[config.mk]
export PLATFORM = sky130hd
export DESIGN_NAME = cmac_round_acc
export DESIGN_NICKNAME = d
export VERILOG_FILES = /design/src/rtl/cmac_pkg.sv /design/src/rtl/cmac_prod.sv /design/src/rtl/cmac_add_ovf.sv /design/src/rtl/cmac_seed.sv /design/src/rtl/cmac_round_acc.sv
export SDC_FILE = /design/constraint.sdc
export NUM_CORES = 2
export LEC_CHECK = 0
export ABC_AREA = 0
export BUFFER_PORTS_ARGS = -buffer_cell sky130_fd_sc_hd__buf_2
export CORE_UTILIZATION = 65
export CTS_BUF_LIST = sky130_fd_sc_hd__clkbuf_16
export DETAILED_ROUTE_END_ITERATION = 10
export GPL_TIMING_DRIVEN = 0
export PLACE_DENSITY = 0.87
export SYNTH_ARGS = -nofsm -noshare
export SYNTH_HDL_FRONTEND = slang
export SYNTH_SLANG_ARGS = --single-unit
[constraint.sdc]
create_clock -name clk -period 10.8 [get_ports clk]
set_input_delay 0.54 -clock clk [delete_from_list [all_inputs] [get_ports clk]]
set_output_delay 0.54 -clock clk [all_outputs]
set_load 0.02 [all_outputs]
[src/rtl/cmac_pkg.sv]
package cmac_pkg;

    localparam int OP_W    = 16;
    localparam int ACC_W   = 34;
    localparam int RND_BIT = 14;
    localparam int RES_LSB = 15;

    typedef enum logic [2:0] {
        DT_INT   = 3'd0,
        DT_REAL  = 3'd1,
        DT_AREAL = 3'd2,
        DT_CPLX  = 3'd3,
        DT_EXT   = 3'd4
    } dtype_e;

    // Only fractional types receive the planted rounding bit.
    function automatic logic dtype_rounds(input dtype_e t);
        return (t == DT_REAL) || (t == DT_AREAL) || (t == DT_CPLX);
    endfunction

endpackage

[src/rtl/cmac_prod.sv]
module cmac_prod
    import cmac_pkg::*;
#(
    parameter int OP_W  = cmac_pkg::OP_W,
    parameter int ACC_W = cmac_pkg::ACC_W
) (
    input  logic signed [OP_W-1:0] x_re,
    input  logic signed [OP_W-1:0] x_im,
    input  logic signed [OP_W-1:0] y_re,
    input  logic signed [OP_W-1:0] y_im,
    input  dtype_e                 dt,
    output logic [ACC_W-1:0]       first_add  [2],
    output logic [ACC_W-1:0]       second_add [2]
);
    localparam int PW  = 2 * OP_W;
    localparam int XTW = ACC_W - PW;

    logic signed [PW-1:0] p_rr, p_ri, p_ir, p_ii;
    logic [ACC_W-1:0]     e_rr, e_ri, e_ir, e_ii;
    logic                 cplx;

    assign p_rr = PW'(x_re) * PW'(y_re);
    assign p_ri = PW'(x_re) * PW'(y_im);
    assign p_ir = PW'(x_im) * PW'(y_re);
    assign p_ii = PW'(x_im) * PW'(y_im);

    assign e_rr = {{XTW{p_rr[PW-1]}}, p_rr};
    assign e_ri = {{XTW{p_ri[PW-1]}}, p_ri};
    assign e_ir = {{XTW{p_ir[PW-1]}}, p_ir};
    assign e_ii = {{XTW{p_ii[PW-1]}}, p_ii};

    assign cplx = (dt == DT_CPLX);

    // First pass: terms built from the real part of X; second pass: imaginary part of X.
    always_comb begin
        first_add[0]  = e_rr;
        first_add[1]  = cplx ? e_ri : e_rr;
        second_add[0] = cplx ? (~e_ii + 1'b1) : '0;
        second_add[1] = cplx ? e_ir : '0;
    end

endmodule

[src/rtl/cmac_add_ovf.sv]
module cmac_add_ovf #(
    parameter int W = cmac_pkg::ACC_W
) (
    input  logic [W-1:0] a,
    input  logic [W-1:0] b,
    output logic [W-1:0] sum,
    output logic         wrapped
);
    assign sum     = a + b;
    assign wrapped = (a[W-1] == b[W-1]) && (sum[W-1] != a[W-1]);
endmodule

[src/rtl/cmac_seed.sv]
module cmac_seed
    import cmac_pkg::*;
#(
    parameter int ACC_W   = cmac_pkg::ACC_W,
    parameter int RND_BIT = cmac_pkg::RND_BIT
) (
    input  logic             fresh,
    input  logic             round_en,
    input  dtype_e           dt,
    input  logic [ACC_W-1:0] held     [2],
    input  logic             held_ovf,
    output logic [ACC_W-1:0] base     [2],
    output logic             base_ovf
);
    logic [ACC_W-1:0] seed_val;

    assign seed_val = {{(ACC_W-1){1'b0}}, (round_en && dtype_rounds(dt))} << RND_BIT;
    assign base_ovf = fresh ? 1'b0 : held_ovf;

    for (genvar h = 0; h < 2; h++) begin : g_half
        assign base[h] = fresh ? seed_val : held[h];
    end

endmodule

[src/rtl/cmac_round_acc.sv]
module cmac_round_acc
    import cmac_pkg::*;
#(
    parameter int OP_W    = cmac_pkg::OP_W,
    parameter int ACC_W   = cmac_pkg::ACC_W,
    parameter int RND_BIT = cmac_pkg::RND_BIT,
    parameter int RES_LSB = cmac_pkg::RES_LSB
) (
    input  logic                   clk,
    input  logic                   rst,
    input  logic                   in_valid,
    input  logic                   vec_start,
    input  logic                   acc_clear,
    input  logic                   round_en,
    input  logic [2:0]             dtype,
    input  logic signed [OP_W-1:0] x_re,
    input  logic signed [OP_W-1:0] x_im,
    input  logic signed [OP_W-1:0] y_re,
    input  logic signed [OP_W-1:0] y_im,
    output logic [OP_W-1:0]        res_re,
    output logic [OP_W-1:0]        res_im,
    output logic                   ovf_flag
);
    localparam int RES_MSB = RES_LSB + OP_W - 1;

    dtype_e           dt;
    logic             fresh;
    logic [ACC_W-1:0] acc_q    [2];
    logic             ovf_q;
    logic [ACC_W-1:0] base     [2];
    logic             base_ovf;
    logic [ACC_W-1:0] add_a    [2];
    logic [ACC_W-1:0] add_b    [2];
    logic [ACC_W-1:0] mid      [2];
    logic [ACC_W-1:0] fin      [2];
    logic [1:0]       wrap_a;
    logic [1:0]       wrap_b;

    assign dt    = dtype_e'(dtype);
    assign fresh = in_valid && vec_start && acc_clear;

    cmac_seed #(.ACC_W(ACC_W), .RND_BIT(RND_BIT)) u_seed (
        .fresh    (fresh),
        .round_en (round_en),
        .dt       (dt),
        .held     (acc_q),
        .held_ovf (ovf_q),
        .base     (base),
        .base_ovf (base_ovf)
    );

    cmac_prod #(.OP_W(OP_W), .ACC_W(ACC_W)) u_prod (
        .x_re       (x_re),
        .x_im       (x_im),
        .y_re       (y_re),
        .y_im       (y_im),
        .dt         (dt),
        .first_add  (add_a),
        .second_add (add_b)
    );

    for (genvar h = 0; h < 2; h++) begin : g_half
        cmac_add_ovf #(.W(ACC_W)) u_pass1 (
            .a(base[h]), .b(add_a[h]), .sum(mid[h]), .wrapped(wrap_a[h])
        );
        cmac_add_ovf #(.W(ACC_W)) u_pass2 (
            .a(mid[h]), .b(add_b[h]), .sum(fin[h]), .wrapped(wrap_b[h])
        );

        always_ff @(posedge clk) begin
            if (rst)
                acc_q[h] <= '0;
            else if (in_valid)
                acc_q[h] <= fin[h];
        end
    end

    always_ff @(posedge clk) begin
        if (rst)
            ovf_q <= 1'b0;
        else if (in_valid)
            ovf_q <= base_ovf | (|wrap_a) | (|wrap_b);
    end

    assign res_re   = (dt == DT_EXT) ? acc_q[1][RES_MSB:RES_LSB] : acc_q[0][RES_MSB:RES_LSB];
    assign res_im   = acc_q[1][RES_MSB:RES_LSB];
    assign ovf_flag = ovf_q;

    // an idle cycle changes nothing
    p_hold_idle_r10: assert property (@(posedge clk) disable iff (rst)
        !in_valid |=> ($stable(acc_q[0]) && $stable(acc_q[1]) && $stable(ovf_q)));

    // the flag survives until a clearing start
    p_ovf_sticky_r9: assert property (@(posedge clk) disable iff (rst)
        (ovf_q && !(in_valid && vec_start && acc_clear)) |=> ovf_q);

    // non-complex seeded element leaves identical halves
    p_mirror_r7: assert property (@(posedge clk) disable iff (rst)
        (in_valid && vec_start && acc_clear && dtype != 3'd3) |=> (acc_q[0] == acc_q[1]));

    // zero operands after a seed leave exactly the seed
    p_round_seed_r2: assert property (@(posedge clk) disable iff (rst)
        (in_valid && vec_start && acc_clear && x_re == '0 && x_im == '0)
        |=> (acc_q[0] == ({{(ACC_W-1){1'b0}},
                           $past(round_en && dtype_rounds(dtype_e'(dtype)))} << RND_BIT)));

    // continuing element with zero operands keeps the held value
    p_zero_hold_r3: assert property (@(posedge clk) disable iff (rst)
        (in_valid && !(vec_start && acc_clear) && x_re == '0 && x_im == '0)
        |=> ($stable(acc_q[0]) && $stable(acc_q[1])));

endmodule

---- After elaboration in Yosys (flattened, before gate mapping) ----
Cells that the tools add are included.
word-level totals
  bits in registers ....................... 69
  input bits .............................. 73
  output and inout port bits .............. 33
cells by class
  add/sub/neg operators ................... 5
  multiply operators ...................... 4
  eq/ne operators ......................... 12
  multiplexer cells ....................... 7
  bitwise gates (word level) .............. 3
  reductions and logical operators ........ 11
operator list
  kind                                                             count
  34-bit two-way mux                                               5
  34-bit adder                                                     4
  16-bit by 16-bit multiplier with 32-bit output                   4
  34-bit by 1-bit adder with 34-bit output, second input constant  1
  34-bit NOT                                                       1
  16-bit two-way mux                                               1
  1-bit logical AND                                                7
  3-bit by 2-bit == test with 1-bit output, second input constant  2
  1-bit == test                                                    4
  1-bit inequality test                                            4
  2-bit OR reduction                                               2
  3-bit by 1-bit == test with 1-bit output, second input constant  1
  3-bit == test, second input constant                             1
  1-bit logical OR                                                 2
  1-bit OR                                                         2
  1-bit two-way mux                                                1

---- Depth between registers and ports, before layout ----
  word-level depth ........................ 11
  gate-level depth with buffers ........... 49
  depth with buffers taken out ............ 48

---- Hierarchy ----
From an unflattened synthesis, not the netlist that was laid out.
second synthesis, totals
  cell total of the unflattened synthesis .. 6,088
  area, all modules ....................... 51,991.1 sq um
modules (own cells, without submodules)
  module          times used  cells each  area an instance (sq um)  sequential area each (sq um)
  cmac_prod       1           4,672       41,023.1                  0.0
  cmac_add_ovf    4           269         1,930.6                   0.0
  cmac_round_acc  1           260         2,753.9                   1,381.3
  cmac_seed       1           80          491.7                     0.0

---- Worst setup path before layout ----
No wires, ideal clock.
  kind .................................... input to register
  start ................................... input port x_re[10]
  end ..................................... register acc_q[33] (netlist name)
  setup time .............................. 0.071 ns
  data arrival time ....................... 9.699 ns
  setup slack ............................. 1.030 ns
  cell stages on the path ................. 44
  buffers on the path ..................... 1
  cells stage by stage .................... clkbuf_1 > nand2_1 > fa_1 > fa_1 > fa_1 > fa_1 > inv_1 > fa_1 > inv_1 > fa_1 > inv_1 > ha_1 > a21o_1 > a21oi_1 > o21ai_0 > or3_1 > a21oi_1 > xnor2_1 > (+8 left out) > nor2b_1 > o21a_1 > nor2_1 > xnor2_1 > ha_1 > nand4_1 > nor4_1 > nand4_1 > a31oi_1 > a311o_1 > nor3_1 > nor2_1 > o21ai_0 > a211o_1 > nand2_1 > xor3_1 > nand2b_1 > a21oi_1
on the way
  cells in the longest elaborated chain, start to end .. 4
ends and longest elaborated chain
  element                                                                   RTL line                          text
  start: declaration                                                        cmac_round_acc.sv:16              input logic signed [OP_W-1:0] x_re,
  16-bit by 16-bit multiplier with 32-bit output, on equally long branches  cmac_prod.sv:22, cmac_prod.sv:23
  34-bit two-way mux (*)                                                    cmac_prod.sv:37                   first_add[1] = cplx ? e_ri : e_rr;
  34-bit adder (*) (2 in series)                                            cmac_add_ovf.sv:9                 assign sum = a + b;
  end signal: indexed assignment                                            cmac_round_acc.sv:74              acc_q[h] <= fin[h];
  end: declaration                                                          cmac_round_acc.sv:28              logic [ACC_W-1:0] acc_q [2];
Every way passes the cells marked *; elsewhere a longest branch is shown, timed or not.
A chain may end at the register's enable or synchronous reset.

---- Worst setup path after layout ----
  start ................................... input port x_re[11]
  end ..................................... register ovf_q, in the netlist ovf_flag
on the way
  cells in the longest elaborated chain, start to end .. 8
ends and longest elaborated chain
  element                                                                   RTL line                                  text
  16-bit by 16-bit multiplier with 32-bit output, on equally long branches  cmac_prod.sv:22, cmac_prod.sv:23
  34-bit two-way mux                                                        cmac_prod.sv:37
  34-bit adder                                                              cmac_add_ovf.sv:9
  34-bit adder or 1-bit inequality test (tied branches)                     cmac_add_ovf.sv:9, cmac_add_ovf.sv:10
  1-bit inequality test or 1-bit logical AND (tied branches)                cmac_add_ovf.sv:10                        assign wrapped = (a[W-1] == b[W-1]) && (sum[W-1] != a[W-1]);
  1-bit logical AND or 2-bit OR reduction (tied branches)                   cmac_add_ovf.sv:10, cmac_round_acc.sv:82
  2-bit OR reduction or 1-bit OR (tied branches)                            cmac_round_acc.sv:82                      ovf_q <= base_ovf | (|wrap_a) | (|wrap_b);
  1-bit OR (*)                                                              cmac_round_acc.sv:82
  end signal: assignment                                                    cmac_round_acc.sv:82
  end: declaration                                                          cmac_round_acc.sv:29                      logic ovf_q;
Marked as above.

==> results.toml <==
[worst_setup_path]
path_max_fanout = 10
critPathKind = "in -> reg"
arrival_ns = 10.82
cpPeakStageDelay_ns = 0.69
cp-end-kind = "flop"
required_ns = 11.07
cp-start-kind = "primary input"
crit_path_frequent_cell = "fa_1"
crit_slowest_cell = "clkbuf_1"

[placement]
io_buffers = 105
dp_hpwl_mm = 139
pre_cts_ws_ns = -1.55
gp_congestion = 1.07

[sta]
period_share_pct = 97.7
finalWorstSetupSlack_ns = 0.248
fin_skew_ns = 0.0105
fin_crit_ns = 10.55
hold_viol_final = 0
slew_violations = 0
worstMarginPinSlew_ns = 1.36
finalSetupViolCount = 0
max_slew_margin_pct = 8.52
fmax_mhz = 94.8

[die]
die_x_um = 278
dieArea_mm2 = 0.0775
die_h_um = 278
rows = 100
core_area_mm2 = 0.0749
initial_core_util_pct = 66.2
io_pins = 106

[routing]
highest_layer = "met5"
met2_length_mm = 68.1
routed_via_density = 6.10
ant_nets = 0
wl_met3_mm = 23.8
drc_errors = 0
wl_met1_mm = 56.1
firstDrtPassIters = 10
wl_per_cell_um = 23.7
dr.first_iter.drc_count = 4198
finalWirelength_mm = 163
vias = 42133

[logic_synthesis]
synth_compound_area_share_pct = 8.33
netlist_area_mm2 = 0.0497
synthXorXnorAreaFrac_pct = 4.77
synth_top_cell_area_share_pct = 42.4
yosysWarnings = 0
ys_top_cells_by_area = "fa_1 42%, ha_1 12%, inv_1 9.2%"
yosysSeqAreaShare_pct = 2.78
synth_top_family_by_area = "adder cells"
syn-num-nets = 7382
synth_flop_cell = "dfxtp_1"
synth-simple-area-share_pct = 17.4
ys_ff_latch = 69
synthAdderAreaFrac_pct = 54.0
synth_edf_count = 0
avgSynthCellArea_um2 = 8.57
synth_top_area_cell = "fa_1"
synthArstFlopShare_pct = 0
synth_cell_types = 82
synth_mux_area_share_pct = 1.42
syn-instance-count = 5796

[clock_tree]
root_buffer = "clkbuf_16"
clockBufferDepth = 2
clkTransAtPathRegs_ns = 0.07
clock_latency_ns = 0.35
htree_levels = 3
cts_buffers = 9
cts_sinks = 69
cts_tree = "yes"
ctsHoldBuffers = 0

[global_route]
grt_pass1_wl_mm = 251
grt.total_usage_pct = 43.4
grt-ovfl-total = 0
antenna_found_initial = 15
grt_start_max_net_pins = 21
first_global_vias = 43709

[layout]
nFillCells = 5601
nets = 7508
layout_commonest_cell = "inv_1"
area_delta_synth_final_pct = 5.58
multi_input_area_mm2 = 0.0430
ff_latch_area_mm2 = 0.00138
final_cell_mix = "1222 x inv_1, 1051 x fa_1, 676 x nand2_1, 511 x and2_1, 458 x ha_1"
drive_gt1_share_pct = 6.06

[flow_run]
drv_cap = 0

[status]
status = "finished, final reports clean"

[min_path]
hold_path.class = "reg -> reg"
[synth_stat cells, types with 50 or more instances]
cell / count
inv_1: 1222
fa_1: 1052
nand2_1: 678
and2_1: 511
ha_1: 461
nor2_1: 260
clkbuf_1: 231
a21oi_1: 202
xnor2_1: 185
o21ai_0: 129
a21o_1: 91
xor2_1: 80
dfxtp_1: 69
nand2b_1: 65
mux2i_1: 50
[critical path: cells and delay by family]
kind                       cells  cell delay [ns]
adders and majority gates      9             3.83
AOI/OAI and AO/OA             14             3.25
and+or+nand+nor               11             1.47
buffers and inverters          6             1.06
muxes                          1             0.12
xor gates and xnor gates       2             0.52
[final timing paths]
path / startpoint / end / slack (ns) / cells past startpoint
max: x_re[11] / ovf_flag / 0.25 / 43
min: acc_q[32] / acc_q[32] / 0.47 / 2
max reg2reg: acc_q[34] / ovf_flag / 4.65 / 30
min reg2reg: acc_q[32] / acc_q[32] / 0.47 / 2
[logic make-up after synthesis]
logic type,after synthesis
simple gates,1752
fa+ha+maj,1513
buf+inv,1478
compound gates,649
xor+xnor,267
flops,69
mux,68
[what timing repair did]
item	in CTS	in global routing
resized for setup	92	207
endpoints found under the hold margin	0	0
setup buffers	1	12
setup endpoints to repair	14	15
pin swaps	5	26
[final cells by class]
| cell class | count | area share, % |
|---|---|---|
| Tap cell | 969 | 2.31 |
| Buffer | 251 | 2.34 |
| Clock buffer | 9 | 0.430 |
| Multi-Input combinational cell | 4249 | 82.1 |
| Timing Repair Buffer | 118 | 1.19 |
| Clock inverter | 7 | 0.186 |
| Inverter | 1224 | 8.77 |
| Sequential cell | 69 | 2.63 |
| Antenna cell | 11 | 0.0525 |
[sequential cells by signal, indices dropped and copies added, names as in the netlist]
signal	flops
acc_q	52
ovf_flag	1
res_im	16
[per-layer routing]
| metal | up-vias | GRT usage [%] |
|---|---|---|
| li1 | 17929 | - |
| met1 | 20476 | 53.2 |
| met2 | 2921 | 63.5 |
| met3 | 793 | 14.9 |
| met4 | 14 | 32.0 |
| met5 | - | 0 |
[metrics by stage]
step                      TNS [ns]  utilization, %  hold WS (ns)  std cells  area, µm²
final                            0            69.9         0.474       6907      52400
after global routing        -0.180            69.9         0.509       6899      52400
after CTS                 -0.00274            69.3         0.474       6885      51900
after detailed placement    -13.04            68.6         0.468       6870      51400
after global placement      -11.52            68.6         0.440       6870      51400
after floorplan                  0               -         0.417       5796      49700
Power is not shown: default switching activity piles up to over one toggle a cycle in this logic, so the estimate is an artifact.
